==> src/rtl/uart_mp_rx_pkg.sv <==
package uart_mp_rx_pkg;
  localparam int unsigned DATA_W = 8;

  typedef enum logic [2:0] {
    ST_IDLE,
    ST_START,
    ST_DATA,
    ST_BIT9,
    ST_STOP
  } rx_state_e;

  typedef struct packed {
    logic [DATA_W-1:0] data;
    logic              b9;
    logic              stop;
    logic              fmt_mp;
    logic              fmt_par;
  } rx_frame_t;
endpackage

==> src/rtl/uart_mp_rx_sync.sv <==
module uart_mp_rx_sync #(
  parameter int unsigned STAGES = 2
) (
  input  logic clk_i,
  input  logic rst_ni,
  input  logic d_i,
  output logic q_o
);
  logic [STAGES-1:0] sr_q;

  always_ff @(posedge clk_i or negedge rst_ni) begin
    if (!rst_ni) sr_q <= '1;
    else         sr_q <= {sr_q[STAGES-2:0], d_i};
  end

  assign q_o = sr_q[STAGES-1];
endmodule

==> src/rtl/uart_mp_rx_shift.sv <==
module uart_mp_rx_shift
  import uart_mp_rx_pkg::*;
#(
  parameter int unsigned OSR = 16
) (
  input  logic      clk_i,
  input  logic      rst_ni,
  input  logic      en_i,
  input  logic      tick_i,
  input  logic      rxd_i,
  input  logic      mp_fmt_i,
  input  logic      par_en_i,
  output logic      done_o,
  output rx_frame_t frame_o
);
  localparam int unsigned CNT_W = $clog2(OSR);
  localparam int unsigned IDX_W = $clog2(DATA_W);
  localparam logic [CNT_W-1:0] CNT_LAST = CNT_W'(OSR - 1);
  localparam logic [CNT_W-1:0] CNT_MID  = CNT_W'(OSR / 2 - 1);
  localparam logic [IDX_W-1:0] IDX_LAST = IDX_W'(DATA_W - 1);

  rx_state_e         state_q;
  logic [CNT_W-1:0]  cnt_q;
  logic [IDX_W-1:0]  idx_q;
  logic [DATA_W-1:0] sh_q;
  logic              line_q, b9_q, stop_q, fmt_mp_q, fmt_par_q, done_q;

  always_ff @(posedge clk_i or negedge rst_ni) begin
    if (!rst_ni) begin
      state_q   <= ST_IDLE;
      cnt_q     <= '0;
      idx_q     <= '0;
      sh_q      <= '0;
      line_q    <= 1'b1;
      b9_q      <= 1'b0;
      stop_q    <= 1'b1;
      fmt_mp_q  <= 1'b0;
      fmt_par_q <= 1'b0;
      done_q    <= 1'b0;
    end else begin
      done_q <= 1'b0;
      if (tick_i) line_q <= rxd_i;
      if (!en_i) begin
        state_q <= ST_IDLE;
      end else if (tick_i) begin
        unique case (state_q)
          ST_IDLE: begin
            // falling edge seen between two ticks
            if (line_q && !rxd_i) begin
              state_q   <= ST_START;
              cnt_q     <= '0;
              b9_q      <= 1'b0;
              fmt_mp_q  <= mp_fmt_i;
              fmt_par_q <= par_en_i & ~mp_fmt_i;
            end
          end
          ST_START: begin
            if (cnt_q == CNT_MID) begin
              cnt_q <= '0;
              idx_q <= '0;
              state_q <= rxd_i ? ST_IDLE : ST_DATA;
            end else begin
              cnt_q <= cnt_q + 1'b1;
            end
          end
          ST_DATA: begin
            if (cnt_q == CNT_LAST) begin
              cnt_q <= '0;
              sh_q  <= {rxd_i, sh_q[DATA_W-1:1]};
              if (idx_q == IDX_LAST)
                state_q <= (fmt_mp_q || fmt_par_q) ? ST_BIT9 : ST_STOP;
              else
                idx_q <= idx_q + 1'b1;
            end else begin
              cnt_q <= cnt_q + 1'b1;
            end
          end
          ST_BIT9: begin
            if (cnt_q == CNT_LAST) begin
              cnt_q   <= '0;
              b9_q    <= rxd_i;
              state_q <= ST_STOP;
            end else begin
              cnt_q <= cnt_q + 1'b1;
            end
          end
          ST_STOP: begin
            if (cnt_q == CNT_LAST) begin
              cnt_q   <= '0;
              stop_q  <= rxd_i;
              done_q  <= 1'b1;
              state_q <= ST_IDLE;
            end else begin
              cnt_q <= cnt_q + 1'b1;
            end
          end
          default: state_q <= ST_IDLE;
        endcase
      end
    end
  end

  assign done_o  = done_q;
  assign frame_o = '{data: sh_q, b9: b9_q, stop: stop_q,
                     fmt_mp: fmt_mp_q, fmt_par: fmt_par_q};
endmodule

==> src/rtl/uart_mp_rx_flags.sv <==
module uart_mp_rx_flags
  import uart_mp_rx_pkg::*;
(
  input  logic              clk_i,
  input  logic              rst_ni,
  input  logic              done_i,
  input  rx_frame_t         frame_i,
  input  logic              wake_set_i,
  input  logic              wake_clr_i,
  input  logic              ie_rx_i,
  input  logic              ie_err_i,
  input  logic              clr_full_i,
  input  logic              clr_fer_i,
  input  logic              clr_per_i,
  input  logic              clr_ovr_i,
  input  logic              clr_mpb_i,
  output logic [DATA_W-1:0] data_o,
  output logic              full_o,
  output logic              fer_o,
  output logic              per_o,
  output logic              ovr_o,
  output logic              mpb_o,
  output logic              armed_o,
  output logic              rx_irq_o,
  output logic              err_irq_o
);
  logic [DATA_W-1:0] data_q;
  logic full_q, fer_q, per_q, ovr_q, mpb_q, armed_q;
  logic discard, accept, load, lost, wake, par_bad;

  always_comb begin
    discard = done_i & frame_i.fmt_mp & armed_q & ~frame_i.b9;
    accept  = done_i & ~discard;
    load    = accept & ~full_q;
    lost    = accept & full_q;
    wake    = accept & frame_i.fmt_mp & frame_i.b9 & armed_q;
    par_bad = frame_i.fmt_par & (^{frame_i.data, frame_i.b9});
  end

  always_ff @(posedge clk_i or negedge rst_ni) begin
    if (!rst_ni) begin
      data_q  <= '0;
      full_q  <= 1'b0;
      fer_q   <= 1'b0;
      per_q   <= 1'b0;
      ovr_q   <= 1'b0;
      mpb_q   <= 1'b0;
      armed_q <= 1'b0;
    end else begin
      if (load) data_q <= frame_i.data;
      full_q <= load | (full_q & ~clr_full_i);
      fer_q  <= (load & ~frame_i.stop) | (fer_q & ~clr_fer_i);
      per_q  <= (load & par_bad) | (per_q & ~clr_per_i);
      ovr_q  <= lost | (ovr_q & ~clr_ovr_i);
      if (accept && frame_i.fmt_mp) mpb_q <= frame_i.b9;
      else if (clr_mpb_i)           mpb_q <= 1'b0;
      if (wake_set_i)               armed_q <= 1'b1;
      else if (wake_clr_i || wake)  armed_q <= 1'b0;
    end
  end

  assign data_o    = data_q;
  assign full_o    = full_q;
  assign fer_o     = fer_q;
  assign per_o     = per_q;
  assign ovr_o     = ovr_q;
  assign mpb_o     = mpb_q;
  assign armed_o   = armed_q;
  assign rx_irq_o  = full_q & ie_rx_i;
  assign err_irq_o = (fer_q | per_q | ovr_q) & ie_err_i;
endmodule

==> src/rtl/uart_mp_rx.sv <==
module uart_mp_rx
  import uart_mp_rx_pkg::*;
#(
  parameter int unsigned OSR         = 16,
  parameter int unsigned SYNC_STAGES = 2
) (
  input  logic              clk_i,
  input  logic              rst_ni,
  input  logic              rxd_i,
  input  logic              tick_i,
  input  logic              rx_en_i,
  input  logic              mp_fmt_i,
  input  logic              par_en_i,
  input  logic              wake_set_i,
  input  logic              wake_clr_i,
  input  logic              ie_rx_i,
  input  logic              ie_err_i,
  input  logic              clr_full_i,
  input  logic              clr_fer_i,
  input  logic              clr_per_i,
  input  logic              clr_ovr_i,
  input  logic              clr_mpb_i,
  output logic [DATA_W-1:0] rx_data_o,
  output logic              rx_full_o,
  output logic              fer_o,
  output logic              per_o,
  output logic              ovr_o,
  output logic              mpb_o,
  output logic              wake_armed_o,
  output logic              rx_irq_o,
  output logic              err_irq_o
);
  logic      rxd_s;
  logic      frm_done;
  rx_frame_t frm;

  uart_mp_rx_sync #(.STAGES(SYNC_STAGES)) i_sync (
    .clk_i (clk_i),
    .rst_ni(rst_ni),
    .d_i   (rxd_i),
    .q_o   (rxd_s)
  );

  uart_mp_rx_shift #(.OSR(OSR)) i_shift (
    .clk_i   (clk_i),
    .rst_ni  (rst_ni),
    .en_i    (rx_en_i),
    .tick_i  (tick_i),
    .rxd_i   (rxd_s),
    .mp_fmt_i(mp_fmt_i),
    .par_en_i(par_en_i),
    .done_o  (frm_done),
    .frame_o (frm)
  );

  uart_mp_rx_flags i_flags (
    .clk_i     (clk_i),
    .rst_ni    (rst_ni),
    .done_i    (frm_done),
    .frame_i   (frm),
    .wake_set_i(wake_set_i),
    .wake_clr_i(wake_clr_i),
    .ie_rx_i   (ie_rx_i),
    .ie_err_i  (ie_err_i),
    .clr_full_i(clr_full_i),
    .clr_fer_i (clr_fer_i),
    .clr_per_i (clr_per_i),
    .clr_ovr_i (clr_ovr_i),
    .clr_mpb_i (clr_mpb_i),
    .data_o    (rx_data_o),
    .full_o    (rx_full_o),
    .fer_o     (fer_o),
    .per_o     (per_o),
    .ovr_o     (ovr_o),
    .mpb_o     (mpb_o),
    .armed_o   (wake_armed_o),
    .rx_irq_o  (rx_irq_o),
    .err_irq_o (err_irq_o)
  );
endmodule

==> config.mk <==
export PLATFORM = sky130hd
export DESIGN_NAME = uart_mp_rx
export DESIGN_NICKNAME = d
export VERILOG_FILES = /design/src/rtl/uart_mp_rx_pkg.sv /design/src/rtl/uart_mp_rx_sync.sv /design/src/rtl/uart_mp_rx_shift.sv /design/src/rtl/uart_mp_rx_flags.sv /design/src/rtl/uart_mp_rx.sv
export SDC_FILE = /design/constraint.sdc
export NUM_CORES = 1
export LEC_CHECK = 0
export BUFFER_PORTS_ARGS = -buffer_cell sky130_fd_sc_hd__buf_2
export CORE_AREA = 4 4 77 61
export CTS_CLUSTER_DIAMETER = 150
export DETAILED_ROUTE_END_ITERATION = 12
export DIE_AREA = 0 0 81 65
export PLACE_DENSITY = 0.79
export SLEW_MARGIN = 20
export SYNTH_ARGS = -nofsm -noshare
export SYNTH_HDL_FRONTEND = slang
export SYNTH_SLANG_ARGS = --single-unit
==> constraint.sdc <==
create_clock -name clk_i -period 2.9 [get_ports clk_i]
set_input_delay 0 -clock clk_i [delete_from_list [all_inputs] [get_ports clk_i]]
set_output_delay 0 -clock clk_i [all_outputs]
set_load 0.005 [all_outputs]
# == Word level (Yosys, flattened, before mapping) ==
# Cells that the tools add are included.
# totals
register_bits,40
latch_bits,0
ram_bits,0
romBits,0
inputBits,16
elab_cells,123
n_memories,0
# op_classes
addsub,2
mul,0
n_div,0
order_cmp,0
n_eq_ne,19
n_shift,0
mux,30
bitwise,34
reduce_logical,20
# op_table
cell,count
2-to-1 mux 3 bit,12
bitwise AND 1 bit,19
"!= test 3 x 2 -> 1 bit, second input constant",6
AND reduction 4 bit,4
case mux 3 bit (5 select lines),1
2-to-1 mux 4 bit,3
case mux 4 bit (3 select lines),1
2-to-1 mux 1 bit,10
NOT 1 bit,9
parity 9 bit,1
"!= test 2 x 1 -> 1 bit, second input constant",4
nonzero test 2 bit,4
AND reduction 7 bit,1
"equality test 3 x 2 -> 1 bit, second input constant",2
"equality test 3 bit, second input constant",2
OR 1 bit,6
case mux 3 bit (2 select lines),1
AND reduction 6 bit,1
AND reduction 5 bit,1
"adder 4 x 1 -> 4 bit, second input constant",1
"equality test 4 x 3 -> 1 bit, second input constant",1
"equality test 4 bit, second input constant",1
"!= test 2 bit, second input constant",2
"adder 3 x 1 -> 3 bit, second input constant",1
other kinds (9),11

# == Logic depth before layout (Yosys ltp) ==
# Gate-level depths: netlist of run 1.
# logic_depth
ltp_word,11
depth_mapped,6
ltp_nobuf,6

# == Cells and area by module ==
# Synthesis of run 1 repeated with hierarchy kept, for this count alone.
# hier_totals
hier_cells,178
hier_area_um2,2010.7
# by_module_without_submodules
mod,n_inst,cells_per_inst,area_per_inst_um2,seq_area_each_um2
uart_mp_rx_shift,1,126,1320.0,603.1
uart_mp_rx_flags,1,50,638.1,350.3
uart_mp_rx_sync,1,2,52.6,52.6

# == Least setup slack after synthesis of run 1 ==
# No wires, ideal clock.
# synth_timing
path_type,reg2reg
startpoint,register i_shift.cnt_q[3]
endpoint,register i_shift.state_q[0]
setup_time_ns,0.120
arrival_time_ns,1.567
t_required_ns,2.780
path_slack_ns,1.213
stages_incl_launch_ff,6
cell_sequence,dfrtp_1 > or3_1 > a21o_1 > a211oi_4 > mux2i_1 > nor2b_1
# synth_between
elab_chain_len,3
elab_cells_between_ends,7
classes_between,6 x eq/ne; 1 x reduce/logical
# synth_rtl
element,line_no,text
"start, declared",uart_mp_rx_shift.sv:23,logic [CNT_W-1:0] cnt_q;
"start signal, assigned",uart_mp_rx_shift.sv:63,cnt_q <= cnt_q + 1'b1;
"start signal, assigned",uart_mp_rx_shift.sv:75,cnt_q <= cnt_q + 1'b1;
"start signal, assigned",uart_mp_rx_shift.sv:84,cnt_q <= cnt_q + 1'b1;
equality test 4 bit / equality test 4 x 3 -> 1 bit (equally long branches),-,
!= test 3 x 2 -> 1 bit (no source line),-,
AND reduction 7 bit (no source line) *,-,
"end signal, assigned",uart_mp_rx_shift.sv:61,state_q <= rxd_i ? ST_IDLE : ST_DATA;
"end signal, assigned",uart_mp_rx_shift.sv:71,state_q <= (fmt_mp_q || fmt_par_q) ? ST_BIT9 : ST_STOP;
"end, declared",uart_mp_rx_shift.sv:22,rx_state_e state_q;
# Every way passes the cells marked *; elsewhere a longest branch is shown, timed or not.
# A chain may end at the register's enable or synchronous reset.

# == Final worst setup path of run 1 ==
# layout_timing
startpoint,register i_shift.state_q[0]
endpoint,register i_shift.cnt_q[3]
# layout_between
elab_chain_len,4
elab_cells_between_ends,10
classes_between,5 x eq/ne; 1 x mux; 4 x reduce/logical
# layout_rtl
element,line_no,text
equality test 3 x 2 -> 1 bit / equality test 3 bit (equally long branches),uart_mp_rx_shift.sv:46,unique case (state_q)
OR reduction 3 bit (no source line),-,
nonzero test 3 bit (no source line),-,
AND reduction 4 bit (no source line),-,
# Parallel ways exist; a longest one is shown, timed or not.

==> results of run 1 <==
cells by family after synthesis:
group / count (synthesis) / synth area share, %
AO/OA/AOI/OAI: 25 / 9.505
XOR/XNOR: 9 / 4.102
adder cells (fa/ha/maj): 3 / 1.953
buffers and inverters: 15 / 3.190
flip-flops: 40 / 52.34
multiplexers: 26 / 14.91
AND/OR/NAND/NOR: 48 / 14.00
per-stage QoR:
| stage | util [%] | hold slack (ns) | instance area [sq um] | std cells | total power [mW] |
|---|---|---|---|---|---|
| after floorplan | - | -0.2956 | 1922 | 166 | 0.6968 |
| after global placement | 53.77 | 0.1072 | 2126 | 248 | 0.7347 |
| after detailed placement | 53.77 | 0.1062 | 2126 | 248 | 0.7388 |
| after CTS | 59.34 | 0.2787 | 2346 | 269 | 1.138 |
| after global routing | 59.34 | 0.2932 | 2346 | 269 | 1.179 |
| final | 59.34 | 0.2753 | 2346 | 269 | 1.124 |
cells in the final DEF, fill, tap and decap left out, drive strengths merged, types with 2 or more instances in the layout:
master / n
nand3: 5
nor3: 6
dfrtp: 36
inv: 11
dfstp: 4
nor4: 2
mux2i: 5
clkbuf: 8
a21o: 2
o21ai: 9
nor2b: 6
nand2b: 3
buf: 31
nor2: 7
nand2: 12
a211o: 2
ha: 3
mux2: 21
dlygate4sd3: 13
xnor2: 8
o22ai: 2
power groups by stage:
stage | clock [mW] | sequential (mW) | combinational [mW]
detailed placement | 0 | 0.631 | 0.108
global route | 0.419 | 0.624 | 0.137
CTS | 0.394 | 0.621 | 0.123
floorplan | 0 | 0.618 | 0.0788
global placement | 0 | 0.630 | 0.105
finish | 0.381 | 0.621 | 0.121
Yosys cell counts:
cell type	count	area share (%)
a311oi_1	1	0.46
o31ai_1	1	0.39
a211oi_4	1	1.0
and2_1	1	0.33
nor3_2	2	1.0
nor2b_1	6	2.0
nor3_1	4	1.0
mux2_1	20	12
nor4_4	1	1.1
and3b_1	1	0.46
xor2_1	1	0.46
or3_1	1	0.33
o21bai_1	1	0.39
nand2b_1	3	0.98
xnor2_1	8	3.6
o21ai_1	7	1.8
a21oi_1	1	0.26
ha_1	3	2.0
o21ai_0	2	0.52
buf_2	3	0.78
nand3_1	5	1.3
dfstp_2	4	5.5
mux2_2	1	0.59
o31a_1	1	0.46
o32ai_1	1	0.46
a31oi_1	1	0.33
nor2_1	7	1.4
nand3b_1	1	0.39
a31o_1	1	0.46
or2_1	1	0.33
dfrtp_1	36	47
nand2_1	12	2.3
nor3b_1	1	0.39
a211o_1	1	0.46
nand4_1	1	0.33
o21ba_1	1	0.52
inv_1	10	2.0
nor4_1	1	0.33
a21o_1	2	0.78
clkbuf_2	1	0.26
inv_2	1	0.20
a211o_2	1	0.52
mux2i_1	5	2.6
o22ai_1	2	0.65
worst max-delay path, stage by stage (launching register included):
cell	delay (ns)
dfrtp_1	0.64
nor2_1	0.17
xnor2_1	0.46
nand2_1	0.18
nor4_1	0.29
a211o_1	0.13
area by class of cell:
type	instances	area [sq um]
inverter	11	41.29
sequential	40	1006
fill	331	1608
timing repair buffer	44	285.3
tap	55	68.82
clock buffer	8	90.09
multi-input combinational	111	854.6
layer usage:
metal	GRT usage [%]	up-vias
met1	18.20	688
met2	23.77	26
met4	6.962	0
li1	-	671
met3	4.861	7
met5	0	-
registers in the layout, indices dropped and copies added, names as in the netlist:
name               flops
i_shift.fmt_par_q      1
i_shift.line_q         1
i_shift.state_q        3
i_shift.stop_q         1
i_sync.sr_q            2
i_shift.cnt_q          4
i_flags.data_o         8
i_shift.sh_q           8
i_flags.mpb_o          1
i_shift.fmt_mp_q       1
i_flags.fer_o          1
i_flags.ovr_o          1
i_shift.idx_q          3
i_flags.per_o          1
i_shift.done_o         1
i_shift.b9_q           1
i_flags.armed_o        1
i_flags.full_o         1
what timing repair did:
item	in CTS	in global routing
hold endpoints to repair	49	0
hold buffers	13	0
gates resized for setup	0	0
setup endpoints to repair	0	0
worst paths after layout:
kind | to | slack [ns] | depth (start not counted) | from
worst max-delay path | i_shift.cnt_q[3] | 0.98 | 5 | i_shift.state_q[0]
worst min-delay path | rx_irq_o | 0.28 | 3 | ie_rx_i
worst max register to register | i_shift.cnt_q[3] | 0.98 | 5 | i_shift.state_q[0]
worst min register to register | i_sync.sr_q[1] | 0.36 | 0 | i_sync.sr_q[0]
max in group asynchronous | i_flags.full_o | 2.01 | 2 | rst_ni
min in group asynchronous | i_flags.data_o[4] | 0.35 | 2 | rst_ni
==> metrics.md, run 1 <==
| Metric | Value |
|---|---|
| Hold Fails Final Rpt | `0` |
| Die height | `65 um` |
| Initial DRC count | `66` |
| I/O pin total | `32` |
| Max Clock Freq | `520.2 MHz` |
| Placed wire-length estimate | `2457 um` |
| Place WS | `1.008 ns` |
| Layout Skew | `0.004335 ns` |
| IO buf count | `31` |
| Slew Limit Fails | `0` |
| Top Metal Used | `met4` |
| Power Density | `479.1 mW/mm^2` |
| Leak | `1.140 nW` |
| TritonCTS buffer count | `5` |
| Switching Fraction | `25.29%` |
| Die area | `0.005265 sq mm` |
| Met1 WL | `1719 um` |
| Min-delay worst type | `input pin to output pin` |
| Max H-tree Level | `2` |
| Antenna cells | `0` |
| Net Sw Power | `0.2842 mW` |
| DRT Wirelength | `3583 um` |
| Worst Path Max Fanout | `14` |
| Status | `finished, final reports clean` |
| Drt wl/cell | `13.32 um` |
| Synth Warn # | `0` |
| Post-CTS setup buffer count | `0` |
| Critical path arrival | `2.16 ns` |
| Root Buffer | `clkbuf_8` |
| Setup violations, final | `0` |
| Cells after synthesis | `166` |
| Syn avg cell area | `11.58 sq um` |
| Netlist cell types | `44` |
| Layout cells sized above 1 | `22.43%` |
| Vias/cell | `5.175` |
| Clock Sinks | `40` |
| Worst setup margin | `0.9775 ns` |
| Post-Syn Nets | `185` |
| Min Tclk post-route | `1.922 ns` |
| Tcrit/Tclk final | `66.29%` |
| Clock Power Share | `33.9%` |
| # DRC | `0` |
| Internal power | `0.8398 mW` |
| Maximum buffer depth of the clock tree | `2` |
| Die width | `81 um` |
| Sequential power share | `55.3%` |
| Setup TNS Final | `0 ns` |
| Worst ir drop on vdd | `0.2741 mV` |
| Kind of critical path | `flop to flop` |
| Pre-antenna DRT Iters | `4` |
| Vias in the first global route | `1324` |
| RSZ-0062 raised after global routing | `false` |
| Worst slew pin tran | `0.8550 ns` |
| First-pass GRT wire length | `5947 um` |
| Worst EP required | `3.14 ns` |
| Vias | `1392` |
| Synth Cell Area | `0.001922 sq mm` |
| #FFs+latches synth | `40` |
| Final GP Congestion | `0.8457` |
| CTS tree | `done` |
| Critical Path Source Type | `flop` |
| Critical Path Sink Type | `flop` |
| Routed wire length on met3 | `185 um` |
| P&R area growth vs syn | `22.07%` |
| Worst rel slew slack | `43.00%` |
| Max-cap check violation count | `0` |
| Combinational share of power | `10.8%` |
| CORE AREA | `0.003954 sq mm` |
| Worst skew pair latency | `0.30 ns` |
| Worst-path clk slew | `0.07 ns` |
| Register area share after synthesis | `52.34%` |
| Met2 routed wirelength | `1606 um` |
| Initial core utilization | `48.61%` |
| GR Overflow Total | `0` |
| All-Layer GR Usage | `14.92%` |
| NumNets Final | `232` |
| Cell Rows | `20` |
| Initial antenna violation count | `0` |
| Antenna viol nets, final | `0` |
| Largest net degree at the start of global routing | `41` |
Power figures use the tool's default switching activity.
==> inputs of run 2 (changes only) <==
Settings changed: PLACE_DENSITY 0.79 to 0.81.
Clock period 2.9 ns to 1.7 ns, I/O delays scaled along.
==> run 2 against run 1 <==
  * Clock power up 67%
  * Hold slack better by 0.0061 ns
  * Maximum frequency up 14%
  * Die area unchanged
  * Clock skew down 0.00050 ns
  * Wire length up 16%
  * Clock-buffer cell count down 2
  * Total power up 77%
  * Cell count up 6.7%
  * Non-clock buffer count up 18
  * Critical endpoint is now i_shift.idx_q[0]
  * Combinational power rose to 2.6 times the previous value
  * Critical path type unchanged
==> metrics.md, run 2 (same netlist as run 1, synthesis figures left out) <==
| Metric | Value |
|---|---|
| Status | `finished, final reports clean` |
| Min-delay worst type | `input pin to asynchronous set/reset pin` |
| Tcrit/Tclk final | `99.11%` |
| Die height | `65 um` |
| Initial DRC count | `98` |
| Vias/cell | `5.143` |
| NumNets Final | `250` |
| Worst slew pin tran | `0.4819 ns` |
| Critical Path Sink Type | `flop` |
| DRT Wirelength | `4162 um` |
| Worst-path clk slew | `0.08 ns` |
| Worst ir drop on vdd | `0.5530 mV` |
| Placed cell count | `265` |
| RSZ-0062 raised after global routing | `true` |
| Min Tclk post-route | `1.685 ns` |
| Kind of critical path | `flop to flop` |
| Net Sw Power | `0.5438 mW` |
| Final instance area | `0.002557 sq mm` |
| Placed wire-length estimate | `2852 um` |
| # DRC | `0` |
| Max-cap check violation count | `0` |
| Layout cells sized above 1 | `34.05%` |
| Worst Path Max Fanout | `3` |
| Setup TNS Final | `0 ns` |
| Reg2Reg Depth | `6` |
| Internal power | `1.443 mW` |
| Power Density | `776.9 mW/mm^2` |
| Final GP Congestion | `0.8837` |
| Max Clock Freq | `593.5 MHz` |
| RR Endpoint | `i_shift.idx_q[0]` |
| Pre-antenna DRT Iters | `4` |
| Clock Sinks | `40` |
| Combinational share of power | `15.6%` |
| Reg2reg setup slack | `0.02 ns` |
| First-pass GRT wire length | `6796 um` |
| Sequential power share | `52.2%` |
| Critical path arrival | `1.87 ns` |
| CORE AREA | `0.003954 sq mm` |
| Fill count | `324` |
| TritonCTS buffer count | `5` |
| Total power | `1.987 mW` |
| Root Buffer | `clkbuf_8` |
| Hold Fails Final Rpt | `0` |
| Placed inst area | `0.002253 sq mm` |
| Die width | `81 um` |
| Fin cells | `287` |
| R2R Path Start | `i_shift.idx_q[0]` |
| Cell Rows | `20` |
| Max H-tree Level | `2` |
| Critical Path Source Type | `flop` |
| I/O pin total | `32` |
| Switching Fraction | `27.37%` |
| Worst setup margin | `0.01511 ns` |
| Drt wl/cell | `14.50 um` |
| Antenna cells | `0` |
| IO buf count | `31` |
| Setup violations, final | `0` |
| Initial core utilization | `48.61%` |
| Vias in the first global route | `1483` |
| All-Layer GR Usage | `17.18%` |
| GR Overflow Total | `0` |
| Leak | `1.239 nW` |
| Die area | `0.005265 sq mm` |
| P&R area growth vs syn | `33.07%` |
| Clock Power Share | `32.1%` |
| Largest net degree at the start of global routing | `41` |
| Worst EP required | `1.89 ns` |
| Most frequent cells in the layout | `36 x dfrtp_1, 31 x buf_2, 19 x mux2_1` |
| Layout Skew | `0.003834 ns` |
| Maximum buffer depth of the clock tree | `2` |
| Vias | `1476` |
| Place WS | `0.003213 ns` |
| Most common library cell in the layout ignoring fill and taps | `dfrtp_1` |
| Worst rel slew slack | `67.87%` |
| Initial antenna violation count | `0` |
| Slew Limit Fails | `0` |
| Antenna viol nets, final | `0` |
| Worst skew pair latency | `0.30 ns` |
| CTS tree | `done` |
-- run 2: critical path, cell delays in order (launching register included) --
cell	delay, ns
dfrtp_1	0.41
ha_2	0.20
ha_4	0.16
nor3_2	0.14
a31oi_1	0.07
nor3_2	0.26
mux2_4	0.33
-- run 2: layer usage --
metal  GRT usage [%]  share of wire [%]
met2           27.05                 48
met1           22.66                 45
met5               0                  0
met4           6.962                1.6
met3           4.167                5.1
-- run 2: cell type report --
type                       instances  area (sq um)  share of cell area [%]
sequential                        40          1006                   39.33
multi-input combinational        111         924.6                   36.15
timing repair buffer              62         427.9                   16.73
clock buffer                       6         72.57                   2.838
tap                               55         68.82                   2.691
inverter                          11         41.29                   1.614
clock inverter                     2         16.27                  0.6360
-- run 2: worst max path at each step --
stage	startpoint	end	cells past startpoint
final	i_shift.idx_q[0]	i_shift.idx_q[0]	6
after global routing	i_shift.idx_q[0]	i_shift.idx_q[1]	7
after CTS	i_shift.cnt_q[1]	i_shift.sh_q[2]	5
after detailed placement	i_shift.state_q[2]	i_shift.state_q[2]	7
after global placement	i_shift.state_q[2]	i_shift.state_q[2]	7
after floorplan	i_shift.cnt_q[3]	i_shift.state_q[0]	5
-- run 2: repair_timing --
item	CTS	global route
resized for setup	2	15
hold endpoints to repair	49	0
cloned	0	0
buffers inserted	0	1
hold buffers	13	0
pin swaps	1	8
setup endpoints to repair	6	18
-- run 2: through the flow --
step	util [%]	hold slack, ns
detailed placement	56.99	0.08420
CTS	62.66	0.2831
global route	64.68	0.3091
finish	64.68	0.2814
floorplan	-	-0.2956
global placement	56.99	0.08102
-- run 2: power groups by stage --
| stage | registers (mW) | clock network [mW] | logic, mW |
|---|---|---|---|
| after global placement | 1.05 | 0 | 0.259 |
| final | 1.04 | 0.638 | 0.311 |
| after detailed placement | 1.05 | 0 | 0.263 |
| after global routing | 1.05 | 0.686 | 0.342 |
| after floorplan | 1.05 | 0 | 0.134 |
| after CTS | 1.03 | 0.654 | 0.292 |
==> inputs of run 3 (changes only) <==
Settings changed: RECOVER_POWER set to 100.
==> run 3 against run 2 <==
  * Non-clock buffer count unchanged
  * Sequential share of layout area increased by 0.19 points
  * Clock-buffer cell count is the same
  * Sequential power barely moved
  * Clock skew hardly changed
  * Via count is 0.27% lower
  * Flip-flop and latch count stayed put
  * Core utilization shrank 0.32 points
  * Combinational power decreased by 1%
  * Register-to-register slack barely moved
==> metrics.md, run 3 (same netlist as run 1, synthesis figures left out) <==
| Metric | Value |
|---|---|
| Clock Power Share | `32.1%` |
| Tcrit/Tclk final | `99.08%` |
| Min Tclk post-route | `1.684 ns` |
| Vias/cell | `5.129` |
| Critical Path Source Type | `flop` |
| TritonCTS buffer count | `5` |
| Layout cells sized above 1 | `32.33%` |
| NumNets Final | `250` |
| Max-cap check violation count | `0` |
| Placed inst area | `0.002253 sq mm` |
| GR Overflow Total | `0` |
| Max Clock Freq | `593.7 MHz` |
| Antenna cells | `0` |
| Initial DRC count | `85` |
| Buffer and inverter count on the worst path | `0` |
| Setup TNS Final | `0 ns` |
| Register area | `0.001006 sq mm` |
| Fin util | `64.37%` |
| Most frequent cells in the layout | `36 x dfrtp_1, 28 x buf_2, 19 x mux2_1` |
| Worst skew pair latency | `0.30 ns` |
| Vias in the first global route | `1483` |
| Antenna viol nets, final | `0` |
| Leak | `1.225 nW` |
| Critical path arrival | `1.87 ns` |
| Net Sw Power | `0.5397 mW` |
| Area of the multi-input gates | `924.6 sq um` |
| Largest net degree at the start of global routing | `41` |
| Worst EP required | `1.89 ns` |
| Hold Fails Final Rpt | `0` |
| Die width | `81 um` |
| Fill count | `326` |
| DRT Wirelength | `4183 um` |
| Initial core utilization | `48.61%` |
| First-pass GRT wire length | `6796 um` |
| Kind of critical path | `flop to flop` |
| Critical Path Sink Type | `flop` |
| CTS tree | `done` |
| Final GP Congestion | `0.8837` |
| Maximum buffer depth of the clock tree | `2` |
| Min-delay worst type | `input pin to output pin` |
| Final instance area | `0.002545 sq mm` |
| Most common library cell in the layout ignoring fill and taps | `dfrtp_1` |
| Initial antenna violation count | `0` |
| Clock Sinks | `40` |
| Drt wl/cell | `14.57 um` |
| Cell Chain, Critical Path | `ha_2, ha_4, nor3_2, a31oi_1, nor3_2, mux2_4` |
| Layout Skew | `0.003565 ns` |
| Internal power | `1.440 mW` |
| Pre-antenna DRT Iters | `4` |
| Die area | `0.005265 sq mm` |
| Worst rel slew slack | `35.77%` |
| Switching Fraction | `27.26%` |
| I/O pin total | `32` |
| Vias | `1472` |
| Setup violations, final | `0` |
| IO buf count | `31` |
| Worst ir drop on vdd | `0.5517 mV` |
| All-Layer GR Usage | `17.18%` |
| Root Buffer | `clkbuf_8` |
| Die height | `65 um` |
| CP max-delay cell | `dfrtp_1` |
| Worst-path clk slew | `0.08 ns` |
| Family with the most delay on the worst path | `flip-flops` |
| Combinational share of power | `15.5%` |
| Slew Limit Fails | `0` |
| Worst slew pin tran | `0.9634 ns` |
| CORE AREA | `0.003954 sq mm` |
| # DRC | `0` |
| Status | `finished, final reports clean` |
| Placed wire-length estimate | `2852 um` |
| RSZ-0062 raised after global routing | `true` |
| Worst Path Max Fanout | `3` |
| Max stage delay on crit path | `0.41 ns` |
| P&R area growth vs syn | `32.42%` |
| Max H-tree Level | `2` |
| Crit-path most repeated cell | `nor3_2` |
| Power Density | `777.9 mW/mm^2` |
| Sequential power share | `52.4%` |
| Cell Rows | `20` |
-- run 3: timing repair --
action	in CTS	in global routing
hold buffers	13	0
pin swaps	1	8
gates resized for setup	2	15
setup endpoints to repair	6	18
buffers inserted	0	1
endpoints found under the hold margin	49	0
-- run 3: path summary, 6_finish.rpt --
| kind | startpoint | endpoint | slack (ns) | cells after the start |
|---|---|---|---|---|
| min | ie_rx_i | rx_irq_o | 0.29 | 3 |
| min in group asynchronous | rst_ni | i_flags.data_o[5] | 0.47 | 3 |
| max reg2reg | i_shift.idx_q[0] | i_shift.idx_q[0] | 0.02 | 6 |
| max in group asynchronous | rst_ni | i_shift.fmt_par_q | 0.64 | 3 |
| min reg2reg | i_sync.sr_q[0] | i_sync.sr_q[1] | 0.36 | 0 |
| max | i_shift.idx_q[0] | i_shift.idx_q[0] | 0.02 | 6 |
-- run 3: cell type report --
class	instances	share of cell area, %
sequential	40	39.53
multi-input combinational	111	36.33
timing repair buffer	62	16.32
clock buffer	6	2.852
tap	55	2.704
inverter	11	1.622
clock inverter	2	0.6391
-- run 3: metrics by stage --
| stage | hold WS [ns] | std cells | total power, mW | setup slack, ns |
|---|---|---|---|---|
| 6_report | 0.2864 | 287 | 1.980 | 0.01564 |
| 3_5_place_dp | 0.08420 | 265 | 1.313 | 0.003213 |
| 2_1_floorplan | -0.2956 | 166 | 1.189 | 0.01256 |
| 3_3_place_gp | 0.08102 | 265 | 1.305 | 0.01929 |
| 4_1_cts | 0.2831 | 286 | 1.979 | 0.01243 |
| 5_1_grt | 0.3156 | 287 | 2.071 | -0.07023 |
-- run 3: per-layer routing --
layer  share of wire (%)  wire, um  vias up  track usage [%]
met5                   0         0        -                0
met4                 1.3        55        0            6.962
met3                 5.3       222        7            4.167
met1                  46      1920      721            22.66
li1                    -         -      706                -
met2                  47      1985       38            27.05
-- run 3: tightest hold or removal path: stages --
cell and delay [ns]:
buf_2 0.07, and2_0 0.11, buf_2 0.10
-- run 3: power by group through the flow --
stage / clock network (mW) / logic [mW] / registers [mW]
2_1_floorplan: 0 / 0.134 / 1.05
3_3_place_gp: 0 / 0.259 / 1.05
3_5_place_dp: 0 / 0.263 / 1.05
4_1_cts: 0.654 / 0.292 / 1.03
5_1_grt: 0.686 / 0.340 / 1.05
6_report: 0.635 / 0.307 / 1.04
